[src/rtl/stopctl_pkg.sv]
package stopctl_pkg;

    typedef enum logic [1:0] {
        M_RUN   = 2'd0,
        M_SHALLOW = 2'd1,
        M_DEEP  = 2'd2
    } mode_e;

    typedef enum logic [2:0] {
        V_NONE = 3'd0,
        V_IRQ  = 3'd1,
        V_KB1  = 3'd2,
        V_KB2  = 3'd3,
        V_TICK = 3'd4
    } vsrc_e;

    localparam int NSRC   = 5;   // reset pin, irq, kb1, kb2, tick
    localparam int TSEL_W = 3;
    localparam int DW     = 8;

    localparam logic [1:0] A_CFG  = 2'd0;
    localparam logic [1:0] A_TICK = 2'd1;
    localparam logic [1:0] A_ACK  = 2'd2;
    localparam logic [1:0] A_STAT = 2'd3;

endpackage

[src/rtl/stopctl_sync.sv]
module stopctl_sync #(
    parameter int                N       = 5,
    parameter logic [N-1:0]      RST_VAL = '0
) (
    input  logic         clk,
    input  logic         rst_n,
    input  logic [N-1:0] d,
    output logic [N-1:0] q
);
    for (genvar i = 0; i < N; i++) begin : g_bit
        logic s1_q, s2_q;
        always_ff @(posedge clk or negedge rst_n) begin
            if (!rst_n) begin
                s1_q <= RST_VAL[i];
                s2_q <= RST_VAL[i];
            end else begin
                s1_q <= d[i];
                s2_q <= s1_q;
            end
        end
        assign q[i] = s2_q;
    end
endmodule

[src/rtl/stopctl_pinhold.sv]
module stopctl_pinhold #(
    parameter int W = 8
) (
    input  logic         clk,
    input  logic         rst_n,
    input  logic         capture,
    input  logic         release_i,
    input  logic [W-1:0] pin_in,
    output logic [W-1:0] pin_out,
    output logic         hold
);
    typedef struct packed {
        logic         hold;
        logic [W-1:0] val;
    } ph_t;

    ph_t ph_q, ph_d;

    assign pin_out = ph_q.hold ? ph_q.val : pin_in;
    assign hold    = ph_q.hold;

    always_comb begin
        ph_d = ph_q;
        if (release_i) ph_d.hold = 1'b0;
        if (capture) begin
            ph_d.hold = 1'b1;
            ph_d.val  = pin_out;
        end
    end

    always_ff @(posedge clk or negedge rst_n) begin
        if (!rst_n) ph_q <= '0;
        else        ph_q <= ph_d;
    end

    // a capture closes the latch on the value the pins showed
    a_r1_capture_keeps_value: assert property (@(posedge clk) disable iff (!rst_n)
        capture |=> (hold && pin_out == $past(pin_out)));
endmodule

[src/rtl/stopctl_top.sv]
module stopctl_top
    import stopctl_pkg::*;
#(
    parameter int PINS = 8
) (
    input  logic            clk,
    input  logic            rst_n,
    input  logic            stop_req,
    input  logic            stop_deep,
    input  logic            rst_pin_n,
    input  logic            irq_pin,
    input  logic            kb1_pin,
    input  logic            kb2_pin,
    input  logic            tick_pulse,
    input  logic [PINS-1:0] pin_in,
    output logic [PINS-1:0] pin_out,
    output logic            pin_hold,
    input  logic            wr_en,
    input  logic [1:0]      wr_addr,
    input  logic [DW-1:0]   wr_data,
    input  logic [1:0]      rd_addr,
    output logic [DW-1:0]   rd_data,
    output logic            clk_halt,
    output logic            reg_standby,
    output logic            vec_reset,
    output logic            periph_rst,
    output logic            vec_irq,
    output logic [2:0]      vec_src
);
    typedef struct packed {
        mode_e             mode;
        logic [DW-1:0]     cfg;
        logic [TSEL_W-1:0] tsel;
        logic              flag;
        logic [NSRC-1:0]   src;
        logic              vrst;
        logic              virq;
        vsrc_e             vsrc;
    } st_t;

    st_t st_q, st_d;

    logic [NSRC-1:0] raw_w, syn_w;
    logic [NSRC-1:0] wake_req, wake_now, first;
    logic            ack_wr, capture;

    assign raw_w = {tick_pulse, kb2_pin, kb1_pin, irq_pin, rst_pin_n};

    stopctl_sync #(.N(NSRC), .RST_VAL(5'b00001)) u_sync (
        .clk(clk), .rst_n(rst_n), .d(raw_w), .q(syn_w)
    );

    // bit order of the result: rst, irq, kb1, kb2, tick (also the priority)
    function automatic logic [NSRC-1:0] wake_set(input logic deep,
                                                 input logic [5:0] c,
                                                 input logic tick_on,
                                                 input logic [NSRC-1:0] s);
        logic [NSRC-1:0] w;
        w[0] = ~s[0];
        w[1] = c[0] & (deep ? ~s[1] : (c[1] ? s[1] : ~s[1]));
        w[2] = c[2] & (deep ? ~s[2] : (c[3] ? s[2] : ~s[2]));
        w[3] = c[4] & ~deep & (c[5] ? s[3] : ~s[3]);
        w[4] = tick_on & s[4];
        return w;
    endfunction

    assign wake_req = wake_set(stop_deep, st_q.cfg[5:0], |st_q.tsel, syn_w);
    assign wake_now = wake_set(st_q.mode == M_DEEP, st_q.cfg[5:0], |st_q.tsel, syn_w);
    assign first    = wake_now & (~wake_now + 1'b1);
    assign ack_wr   = wr_en && (wr_addr == A_ACK) && wr_data[0];

    always_comb begin
        st_d      = st_q;
        st_d.vrst = 1'b0;
        st_d.virq = 1'b0;
        st_d.vsrc = V_NONE;
        capture   = 1'b0;

        if (wr_en && wr_addr == A_CFG)  st_d.cfg  = wr_data;
        if (wr_en && wr_addr == A_TICK) st_d.tsel = wr_data[TSEL_W-1:0];
        if (ack_wr)                     st_d.flag = 1'b0;

        case (st_q.mode)
            M_RUN: begin
                if (stop_req && wake_req == '0) begin
                    st_d.mode = stop_deep ? M_DEEP : M_SHALLOW;
                    capture   = stop_deep;
                end
            end
            M_SHALLOW, M_DEEP: begin
                if (wake_now != '0) begin
                    st_d.mode = M_RUN;
                    st_d.src  = first;
                    if (st_q.mode == M_DEEP || first[0]) begin
                        st_d.vrst = 1'b1;
                        if (st_q.mode == M_DEEP) st_d.flag = 1'b1;
                    end else begin
                        st_d.virq = 1'b1;
                        st_d.vsrc = first[1] ? V_IRQ :
                                    first[2] ? V_KB1 :
                                    first[3] ? V_KB2 : V_TICK;
                    end
                end
            end
            default: st_d.mode = M_RUN;
        endcase
    end

    always_ff @(posedge clk or negedge rst_n) begin
        if (!rst_n) st_q <= '0;
        else        st_q <= st_d;
    end

    stopctl_pinhold #(.W(PINS)) u_hold (
        .clk(clk), .rst_n(rst_n), .capture(capture), .release_i(ack_wr),
        .pin_in(pin_in), .pin_out(pin_out), .hold(pin_hold)
    );

    assign clk_halt    = (st_q.mode != M_RUN);
    assign reg_standby = (st_q.mode != M_RUN);
    assign vec_reset   = st_q.vrst;
    assign periph_rst  = st_q.vrst;
    assign vec_irq     = st_q.virq;
    assign vec_src     = st_q.vsrc;

    always_comb begin
        case (rd_addr)
            A_CFG:   rd_data = st_q.cfg;
            A_TICK:  rd_data = {{(DW-TSEL_W){1'b0}}, st_q.tsel};
            A_STAT:  rd_data = {{(DW-NSRC-1){1'b0}}, st_q.src, st_q.flag};
            default: rd_data = '0;
        endcase
    end

    // the latch only opens on an acknowledge write
    a_r2_hold_until_ack: assert property (@(posedge clk) disable iff (!rst_n)
        (pin_hold && !ack_wr) |=> pin_hold);
    // frozen pins do not move while the latch stays closed
    a_r1_pins_frozen: assert property (@(posedge clk) disable iff (!rst_n)
        (pin_hold && !ack_wr) |=> $stable(pin_out));
    // without a deep-mode source the deep mode is kept
    a_r4_deep_stays: assert property (@(posedge clk) disable iff (!rst_n)
        (st_q.mode == M_DEEP && wake_now == '0) |=> (clk_halt && !vec_reset && !vec_irq));
    // deep exit is always a reset-style restart with the flag set
    a_r5_deep_exit_reset: assert property (@(posedge clk) disable iff (!rst_n)
        (st_q.mode == M_DEEP && wake_now != '0) |=> (vec_reset && periph_rst && !vec_irq && st_q.flag && pin_hold));
    // reset vector and interrupt vector never requested together
    a_r6_vec_exclusive: assert property (@(posedge clk) disable iff (!rst_n)
        !(vec_reset && vec_irq));
    // a request met by an active source does not halt
    a_r10_abort_no_halt: assert property (@(posedge clk) disable iff (!rst_n)
        (st_q.mode == M_RUN && stop_req && wake_req != '0) |=> (!clk_halt && !vec_irq && !vec_reset));
endmodule

[config.mk]
export PLATFORM = sky130hd
export DESIGN_NAME = stopctl_top
export DESIGN_NICKNAME = d
export VERILOG_FILES = /design/src/rtl/stopctl_pkg.sv /design/src/rtl/stopctl_sync.sv /design/src/rtl/stopctl_pinhold.sv /design/src/rtl/stopctl_top.sv
export SDC_FILE = /design/constraint.sdc
export NUM_CORES = 1
export LEC_CHECK = 0
export BUFFER_PORTS_ARGS = -buffer_cell sky130_fd_sc_hd__buf_2
export CORE_MARGIN = 3
export CORE_UTILIZATION = 45
export CTS_CLUSTER_DIAMETER = 30
export DETAILED_ROUTE_END_ITERATION = 6
export HOLD_SLACK_MARGIN = 0.08
export PLACE_DENSITY = 0.76
export SLEW_MARGIN = 20
export SYNTH_ARGS = -nofsm -noshare
export SYNTH_HDL_FRONTEND = slang
export SYNTH_HIERARCHICAL = 1
export SYNTH_SLANG_ARGS = --single-unit
[constraint.sdc]
create_clock -name clk -period 2.5 [get_ports clk]
set_clock_uncertainty 0.15 [all_clocks]
set_input_delay 0.25 -clock clk [delete_from_list [all_inputs] [get_ports clk]]
set_output_delay 0.25 -clock clk [all_outputs]
set_load 0.01 [all_outputs]
==> results of run 1 <==
-- repair_timing --
| action | in CTS | in global routing |
|---|---|---|
| endpoints found under the hold margin | 65 | 0 |
| hold buffers | 22 | 0 |
| setup endpoints to repair | 0 | 0 |
| setup buffers | 0 | 0 |
-- area by class of cell --
| cell class | count | area share |
|---|---|---|
| repair buffers | 78 | 0.188 |
| flip-flops and latches | 43 | 0.401 |
| clock buffers | 5 | 0.0256 |
| multi-input cells | 107 | 0.342 |
| clock inverters | 3 | 0.00883 |
| inverters | 8 | 0.0112 |
| well taps | 52 | 0.0242 |
-- cell usage in the layout (no fill, tap or decap), types with 2 or more instances in the layout --
cell type / count
a211o_1: 2
a211oi_1: 3
a22o_1: 5
a32o_1: 2
and2_1: 3
buf_2: 54
buf_4: 2
clkbuf_8: 5
clkinvlp_4: 2
dfrtp_1: 41
dfstp_2: 2
dlygate4sd3_1: 22
ha_1: 2
inv_1: 8
mux2_2: 19
mux2_4: 9
mux2i_1: 4
nand2_1: 7
nand2b_1: 3
nand3_1: 3
nand4_1: 2
nor2_1: 9
nor2b_1: 5
o21ai_0: 7
xnor2_1: 3
-- power groups by stage --
stage                     combinational (uW)  sequential (uW)  clock (uW)
after global routing                    1050             1070         489
after global placement                   900             1050           0
after floorplan                          731              993           0
after CTS                                947             1040         460
after detailed placement                 922             1050           0
final                                    940             1040         444
-- registers in the layout, indices dropped and copies added (netlist names) --
name,cells
st_q,19
u_hold/ph_q,8
u_sync/g_bit.s1_q,5
u_sync/g_bit.s2_q,5
vec_src,3
periph_rst,1
u_hold/hold,1
vec_irq,1
-- metrics by stage --
step / std cells / util / setup WS (ns) / power (uW) / hold WS, ns
after floorplan: 175 / - / 0.458 / 1720 / -0.196
after global placement: 266 / 0.532 / 0.362 / 1940 / 0.184
after detailed placement: 266 / 0.532 / 0.286 / 1970 / 0.185
after CTS: 296 / 0.602 / 0.278 / 2450 / 0.197
after global routing: 296 / 0.602 / 0.149 / 2610 / 0.209
final: 296 / 0.602 / 0.266 / 2430 / 0.204
-- layer usage --
layer,part of all wire,vias up
met5,0,-
met4,0.011,0
met3,0.050,5
met2,0.52,43
met1,0.42,745
li1,-,744
-- cells by family after synthesis --
group,synth area share
compound gates,0.104
xor+xnor,0.0163
fa+ha+maj,0.0117
buf+inv,0.0682
flops,0.503
mux,0.181
simple gates,0.116
-- final timing paths --
check | cells after the start | to | slack (ns)
setup reg to reg | 7 | st_q[22] | 0.27
max in group asynchronous | 2 | st_q[17] | 1.16
hold / removal | 0 | u_sync/g_bit[1].s2_q | 0.20
hold reg to reg | 0 | u_sync/g_bit[1].s2_q | 0.20
setup / recovery | 7 | st_q[22] | 0.27
min in group asynchronous | 2 | vec_irq | 0.48
-- synth_stat cells, drive strengths merged --
cell type | instances | area share
nand4 | 2 | 0.0058
mux2 | 28 | 0.16
ha | 2 | 0.012
dfstp | 2 | 0.024
o211ai | 1 | 0.0035
buf | 12 | 0.045
xor2 | 1 | 0.0041
xnor2 | 3 | 0.012
a22o | 5 | 0.020
o21ai | 8 | 0.020
nor2 | 9 | 0.016
a222oi | 1 | 0.0047
and4 | 1 | 0.0041
nor4b | 2 | 0.015
dfrtp | 41 | 0.48
and4b | 1 | 0.0047
mux2i | 4 | 0.019
nand2 | 7 | 0.012
a211o | 2 | 0.0082
o2bb2ai | 1 | 0.0041
o21a | 1 | 0.0035
a21o | 1 | 0.0035
nand3 | 3 | 0.0070
o31ai | 1 | 0.0058
and2 | 4 | 0.012
a21oi | 2 | 0.0099
a32o | 2 | 0.0093
nand2b | 4 | 0.015
nand3b | 1 | 0.0035
nor3 | 1 | 0.0023
nor2b | 6 | 0.019
inv | 8 | 0.014
clkbuf | 5 | 0.0087
a211oi | 3 | 0.010
==> run metrics, run 1 <==
Comb power frac=0.387; reg2reg start=st_q[22]; RSZ-0062 raised after global routing=false; Synth Register Bits=43; htree depth=2; synthesized area=2150 um^2; die span in y=75.1 um; status=finished, final reports clean; Arr. time, crit path=2.27 ns; Seq. cell area=1080 um^2; HP Start=u_sync/g_bit[1].s1_q; Final Max Slew Viols=0; critical path's top delay family=simple AND/OR/NAND/NOR gates; Routed WL=4.36 mm; Area after DPL=2380 um^2; gr busiest metal=met2; clock share of power=0.183; Routed wire per std cell=14.7 um; final hold violations=0; GRT Residual Overflow=0; die width=75.1 um; number of global-route vias before repair=1495; Synth Net Count=207; DRT antenna net count=0; Slowest Stage Delay on Critical Path=0.35 ns; multi-input logic area=921 um^2; period utilization=0.894; layout cell share with drive strength beyond 1=0.410; Post-Syn Instances=175; Hold Crit Class=register to register; Yosys warning total=6; Seq/Total Area, Yosys=0.503; Residual DRC=0; fillcell total=355; Layout area overhead=25.5%; critical path peak fanout=7; worst path bufs/invs=1; via density per instance=5.19; # Max-Cap Violations=0; internal power=1590 uW; via count=1537; Clk Tree Root Cell=clkbuf_8; Resized cells post-CTS=0; GRT met1 Usage=0.210; worst vdd rail ir drop=565 uV; P_sw=835 uW; FMAX=448 MHz; Clk Latency, worst-skew pair=0.30 ns; cell area power density=902 nW/um^2; drt first pass iters=4; Seq pwr share=0.430; CTS tree=done; Clk pin slew, worst setup/hold paths=0.08 ns; switching portion of total power=0.344; number of diodes=0; Worst-Margin Slew=0.919 ns; io pins=55; CP required=2.53 ns; met3 Resource Use GR=0.0467; Clock Path Buffers=2; first-pass GRT wire length=7.12 mm; RD Place Congestion=0.870; Final nets=275; largest net degree at the start of global routing=44; clock sink count=43; met2 usage in global routing=0.291; fin area=2690 um^2; Site Rows=24; Pleak=0.00131 uW; crit-path cells=inv_1 > ha_1 > nor2b_2 > mux2_4 > nor4b_4 > nor4b_1 > a211o_1; crit path max-delay cell type=dfrtp_1; nature of the critical path startpoint=register; Tmin final=2.23 ns; CP startpoint=st_q[22]; number of antenna violations at the first check in global routing=0; setup TNS=0 ns; critical path class=register to register; Placeable Area=4470 um^2; Initial Util=0.480; post-synth cell types=42; HPWL Detailed=3.12 mm; Die ar.=5630 um^2; slew margin rel.=0.387; gr usage total=0.171; port bufs=54; critical path capture point type=register; syn avg cell area=12.3 um^2; CTS buffer count=5; final setup fails=0; Starting DRT DRC Count=99
No activity file was read; power rests on OpenSTA's default activity.
==> inputs of run 2 (changes only) <==
--- a/config.mk
+++ b/config.mk
@@ -6,6 +6,7 @@
 export NUM_CORES = 1
 export LEC_CHECK = 0
 export BUFFER_PORTS_ARGS = -buffer_cell sky130_fd_sc_hd__buf_2
+export CORE_ASPECT_RATIO = 1.25
 export CORE_MARGIN = 3
 export CORE_UTILIZATION = 45
 export CTS_CLUSTER_DIAMETER = 30
==> run 2 against run 1 <==
Compared with the run above:
- hold slack worse by 0.0070 ns
- non-clock buffer count did not move
- worst setup slack gained 0.0057 ns
- first-iteration DRC count is 43% lower
- sequential share of layout area decreased by 0.75 points
- sequential power barely moved
- cell count up 2.0%
- register-to-register slack about the same
- critical path type unchanged
==> run metrics, run 2 (same netlist as run 1, synthesis figures left out) <==
most flop-heavy register=st_q; Placeable Area=4490 um^2 (+0.42%); Residual DRC=0 (unchanged); Initial Util=0.478 (-0.00200); Slowest Stage Delay on Critical Path=0.36 ns (about the same); Final nets=275 (unchanged); critical path class=register to register; leading cell type in the layout, fill and taps excluded=buf_2; Routed wire per std cell=13.7 um (-7.4%); Routed WL=4.12 mm (-5.5%); CP required=2.53 ns (about the same); Final Max Slew Viols=0 (unchanged); via density per instance=5.11 (-1.5%); die span in y=83.2 um (+11%); WL met3=239 um (+10%); Site Rows=27 (+13%); Hold Path Depth=0 (unchanged); Clk pin slew, worst setup/hold paths=0.08 ns (about the same); Hold Crit Class=register to register; setup TNS=0 ns (unchanged); Setup Buffers After CTS=0 (unchanged); final hold violations=0 (unchanged); Largest regs=st_q x19, u_hold/ph_q x8; max reg flops=19 (unchanged); DRT antenna net count=0 (unchanged); crit-path cells=inv_1 > ha_1 > nor2b_2 > mux2_4 > nor4b_4 > nor4b_1 > a211o_1; FF-to-FF path depth=7 (unchanged); HPWL Detailed=3.05 mm (-2.4%); fin util=0.611 (+0.00890); first-pass GRT wire length=6.96 mm (-2.3%); Resized cells post-CTS=0 (unchanged); Arr. time, crit path=2.26 ns (about the same); RD Place Congestion=0.831 (-4.5%); GRT Residual Overflow=0 (unchanged); Clk Tree Root Cell=clkbuf_8; # Max-Cap Violations=0 (unchanged); die width=67.8 um (-9.7%); io pins=55 (unchanged); FMAX=449 MHz (+0.25%); port bufs=54 (unchanged); fillcell total=363 (+2.3%); Die ar.=5640 um^2 (about the same); gr usage total=0.161 (-0.0102); cell area power density=954 nW/um^2 (+5.7%); DRT met1 WL=1.63 mm (-12%); critical path peak fanout=7 (unchanged); largest net degree at the start of global routing=44 (unchanged); Starting DRT DRC Count=56 (-43%); status=finished, final reports clean; via count=1544 (+0.46%); Clock Path Buffers=2 (unchanged); Top Layer Used=met4; worst vdd rail ir drop=575 uV (+1.7%); RSZ-0062 raised after global routing=false; slew margin rel.=0.403 (+0.0161); period utilization=0.891 (-0.00227); Clk Latency, worst-skew pair=0.29 ns (about the same); CTS tree=done; Tmin final=2.23 ns (-0.00568 ns); drt first pass iters=4 (unchanged); Worst-Margin Slew=0.895 ns (-0.0241 ns); commonest non-fill, non-tap cells in the layout=54 x buf_2, 41 x dfrtp_1, 22 x dlygate4sd3_1, 19 x mux2_2; number of diodes=0 (unchanged); number of global-route vias before repair=1510 (+1.0%); htree depth=2 (unchanged); Tot Pwr=2620 uW (+7.7%); CTS buffer count=5 (unchanged); Layout area overhead=27.9%; clock sink count=43 (unchanged); layout cell share with drive strength beyond 1=0.410 (unchanged); met2 wire length=2.14 mm (-5.3%); critical path capture point type=register; final setup fails=0 (unchanged); nature of the critical path startpoint=register; Pleak=0.00134 uW (+1.8%); crit path max-delay cell type=dfrtp_1; number of antenna violations at the first check in global routing=0 (unchanged)
run 2: changes by cell type in the layout (fill, tap and decap cells not counted), sizes merged:
cell      previous run  this run
bufinv               0         2
clkinvlp             2         1
inv                  9         8
run 2: cell type report:
cell class	instances	area [um^2]	area share
clock buffers	5	68.8	0.0251
clock inverters	3	67.6	0.0246
inverters	8	30.0	0.0109
multi-input cells	107	921	0.336
flip-flops and latches	43	1080	0.393
well taps	58	72.6	0.0264
repair buffers	78	505	0.184
run 2: timing repair:
item                                    in CTS  in global routing
endpoints found under the hold margin       65                  0
hold buffers                                22                  0
endpoints found under the setup margin       0                  0
run 2: worst paths after layout:
kind / from / endpoint / slack, ns
worst max-delay path: st_q[22] / st_q[22] / 0.27
worst min-delay path: u_sync/g_bit[3].s1_q / u_sync/g_bit[3].s2_q / 0.20
worst max register to register: st_q[22] / st_q[22] / 0.27
worst min register to register: u_sync/g_bit[3].s1_q / u_sync/g_bit[3].s2_q / 0.20
max in group asynchronous: rst_n / vec_irq / 1.17
min in group asynchronous: rst_n / u_sync/g_bit[3].s2_q / 0.47
run 2: critical path: cells and delay by family (launching register included):
kind            cells  cell delay (ns)
fa+ha+maj           1             0.29
buf+inv             1             0.08
compound gates      1             0.27
simple gates        3             0.63
flops               1             0.36
mux                 1             0.34
run 2: metrics by stage:
stage | std cells | cell area [um^2] | setup slack [ns] | hold WS [ns]
3_3_place_gp | 272 | 2390 | 0.375 | 0.185
4_1_cts | 302 | 2740 | 0.271 | 0.204
3_5_place_dp | 272 | 2390 | 0.286 | 0.186
5_1_grt | 302 | 2740 | 0.173 | 0.209
2_1_floorplan | 175 | 2150 | 0.458 | -0.196
6_report | 302 | 2740 | 0.272 | 0.197
run 2: report_power, final:
| group | switching [uW] | leakage (uW) | internal, uW |
|---|---|---|---|
| logic | 437 | 0.000745 | 507 |
| clock network | 232 | 0.0000644 | 398 |
| registers | 154 | 0.000527 | 888 |
| total | 824 | 0.00134 | 1790 |
run 2: metal layers:
layer  track usage  vias up
met1         0.196      739
met3        0.0406       11
met4        0.0812        0
met2         0.255       53
li1              -      741
met5             0        -
==> inputs of run 3 (changes only) <==
--- a/config.mk
+++ b/config.mk
@@ -5,14 +5,14 @@
 export SDC_FILE = /design/constraint.sdc
 export NUM_CORES = 1
 export LEC_CHECK = 0
-export BUFFER_PORTS_ARGS = -buffer_cell sky130_fd_sc_hd__buf_2
 export CORE_ASPECT_RATIO = 1.25
 export CORE_MARGIN = 3
-export CORE_UTILIZATION = 45
+export CORE_UTILIZATION = 48
 export CTS_CLUSTER_DIAMETER = 30
 export DETAILED_ROUTE_END_ITERATION = 6
+export DONT_BUFFER_PORTS = 1
 export HOLD_SLACK_MARGIN = 0.08
-export PLACE_DENSITY = 0.76
+export PLACE_DENSITY = 0.69
 export SLEW_MARGIN = 20
 export SYNTH_ARGS = -nofsm -noshare
 export SYNTH_HDL_FRONTEND = slang
==> run 3 against run 2 <==
Compared with the run above:
- via count decreased by 14%
- sequential power about the same
- die area down 5.8%
- clock power is 13% lower
- wire length is 3.0% lower
==> run metrics, run 3 (same netlist as run 1, synthesis figures left out) <==
status=finished, final reports clean; critical path peak fanout=7 (unchanged); Final WS setup=0.259 ns (-0.0129 ns); drt first pass iters=4 (unchanged); Clk Tree Root Cell=clkbuf_8; most flop-heavy register=st_q; period utilization=0.897 (+0.00514); FF-to-FF End=st_q[22]; Hold Path Depth=2 (+2); max reg flops=19 (unchanged); FF-to-FF path depth=7 (unchanged); Tmin final=2.24 ns (+0.0129 ns); die width=65.8 um (-2.9%); DP Worst Slack=0.277 ns (-0.00939 ns); RD Place Congestion=0.829 (-0.23%); HPWL Detailed=2.88 mm (-5.4%); critical path capture point type=register; CTS tree=done; DRT antenna net count=0 (unchanged); Top Layer Used=met4; RSZ-0062 raised after global routing=false; Starting DRT DRC Count=81 (+45%); Worst-Margin Slew=0.639 ns (-0.256 ns); Arr. time, crit path=2.27 ns (about the same); setup TNS=0 ns (unchanged); HP Start=wr_data[0]; Clock Path Buffers=2 (unchanged); reg2reg start=st_q[22]; via density per instance=5.41 (+5.7%); nature of the critical path startpoint=register; port bufs=0 (-100%); number of global-route vias before repair=1435 (-5.0%); Routed wire per std cell=16.3 um (+19%); number of diodes=0 (unchanged); final setup fails=0 (unchanged); final hold violations=0 (unchanged); via count=1330 (-14%); leading cell type in the layout, fill and taps excluded=dfrtp_1; number of antenna violations at the first check in global routing=0 (unchanged); slew margin rel.=0.573 (+0.170); met2 wire length=2.03 mm (-5.2%); CP startpoint=st_q[22]; layout cell share with drive strength beyond 1=0.237 (-0.173); CP required=2.53 ns (about the same); io pins=55 (unchanged); WL met3=275 um (+15%); Initial Util=0.511 (+0.0337); Placeable Area=4200 um^2 (-6.6%); CTS buffer count=5 (unchanged); die span in y=80.8 um (-2.9%); worst vdd rail ir drop=604 uV (+5.1%); Register-to-Register Setup Slack=0.26 ns (about the same); cell area power density=970 nW/um^2 (+1.7%); gr usage total=0.165 (+0.00481); clock sink count=43 (unchanged); Routed WL=4.00 mm (-3.0%); DRT met1 WL=1.63 mm (+0.49%); largest net degree at the start of global routing=44 (unchanged); htree depth=2 (unchanged); critical path class=register to register; Residual DRC=0 (unchanged); # Max-Cap Violations=0 (unchanged); Inst Count DP=214 (-21%); Final nets=221 (-20%); Layout area overhead=15.0%; Clk Latency, worst-skew pair=0.29 ns (about the same); Worst Hold End=st_q[10]; FMAX=446 MHz (-0.57%); fillcell total=331 (-8.8%); Clk pin slew, worst setup/hold paths=0.08 ns (about the same); Die ar.=5310 um^2 (-5.8%); Pleak=0.00110 uW (-17%); Hold Crit Class=primary input to register; first-pass GRT wire length=6.67 mm (-4.2%); Post-Layout Cell Count=246 (-19%); Final Max Slew Viols=0 (unchanged); GRT Residual Overflow=0 (unchanged); Site Rows=26 (-3.7%); commonest non-fill, non-tap cells in the layout=41 x dfrtp_1, 23 x dlygate4sd3_1, 19 x mux2_2, 9 x nor2_1, 9 x mux2_4; Largest regs=st_q x19, u_hold/ph_q x8
run 3: metal layers:
metal / GRT usage / up-vias
met3: 0.0553 / 7
met2: 0.279 / 49
met5: 0 / -
li1: - / 632
met4: 0.0602 / 0
met1: 0.195 / 642
run 3: how the worst max path moves through the flow:
stage / cells past startpoint / endpoint / slack (ns)
4_1_cts: 7 / st_q[22] / 0.24
3_5_place_dp: 7 / st_q[22] / 0.28
6_report: 7 / st_q[22] / 0.26
3_3_place_gp: 7 / st_q[22] / 0.38
5_1_grt: 7 / vec_src[2] / 0.10
2_1_floorplan: 7 / st_q[22] / 0.46
run 3: layout make-up:
class	count	area (um^2)	area share
clock inverter	2	35.0	0.0142
sequential	43	1080	0.437
inverter	8	30.0	0.0122
clock buffer	6	82.6	0.0335
multi-input combinational	107	921	0.373
timing repair buffer	24	250	0.101
tap	56	70.1	0.0284
run 3: where the power goes:
part,total [uW],internal (uW),switching [uW]
logic,784,406,379
clock network,545,323,222
registers,1060,889,175
total,2390,1620,776
run 3: repair_timing:
item                      4_1_cts  5_1_grt
buffers inserted                0        0
hold endpoints to repair       67        1
gates resized for setup         0        0
hold buffers                   23        1
run 3: worst max-delay path: stages, from the launching register on:
cell,delay (ns)
dfrtp_1,0.37
inv_1,0.08
ha_1,0.29
nor2b_2,0.19
mux2_4,0.34
nor4b_4,0.34
nor4b_1,0.09
a211o_1,0.29
run 3: metrics by stage:
step	hold slack [ns]	total power [uW]	area [um^2]	utilization
final	0.100	2390	2470	0.588
after global routing	0.0905	2550	2470	0.588
after CTS	0.0850	2420	2460	0.586
after floorplan	-0.196	1720	2150	-
after detailed placement	-0.195	1810	2100	0.500
after global placement	-0.195	1780	2100	0.500
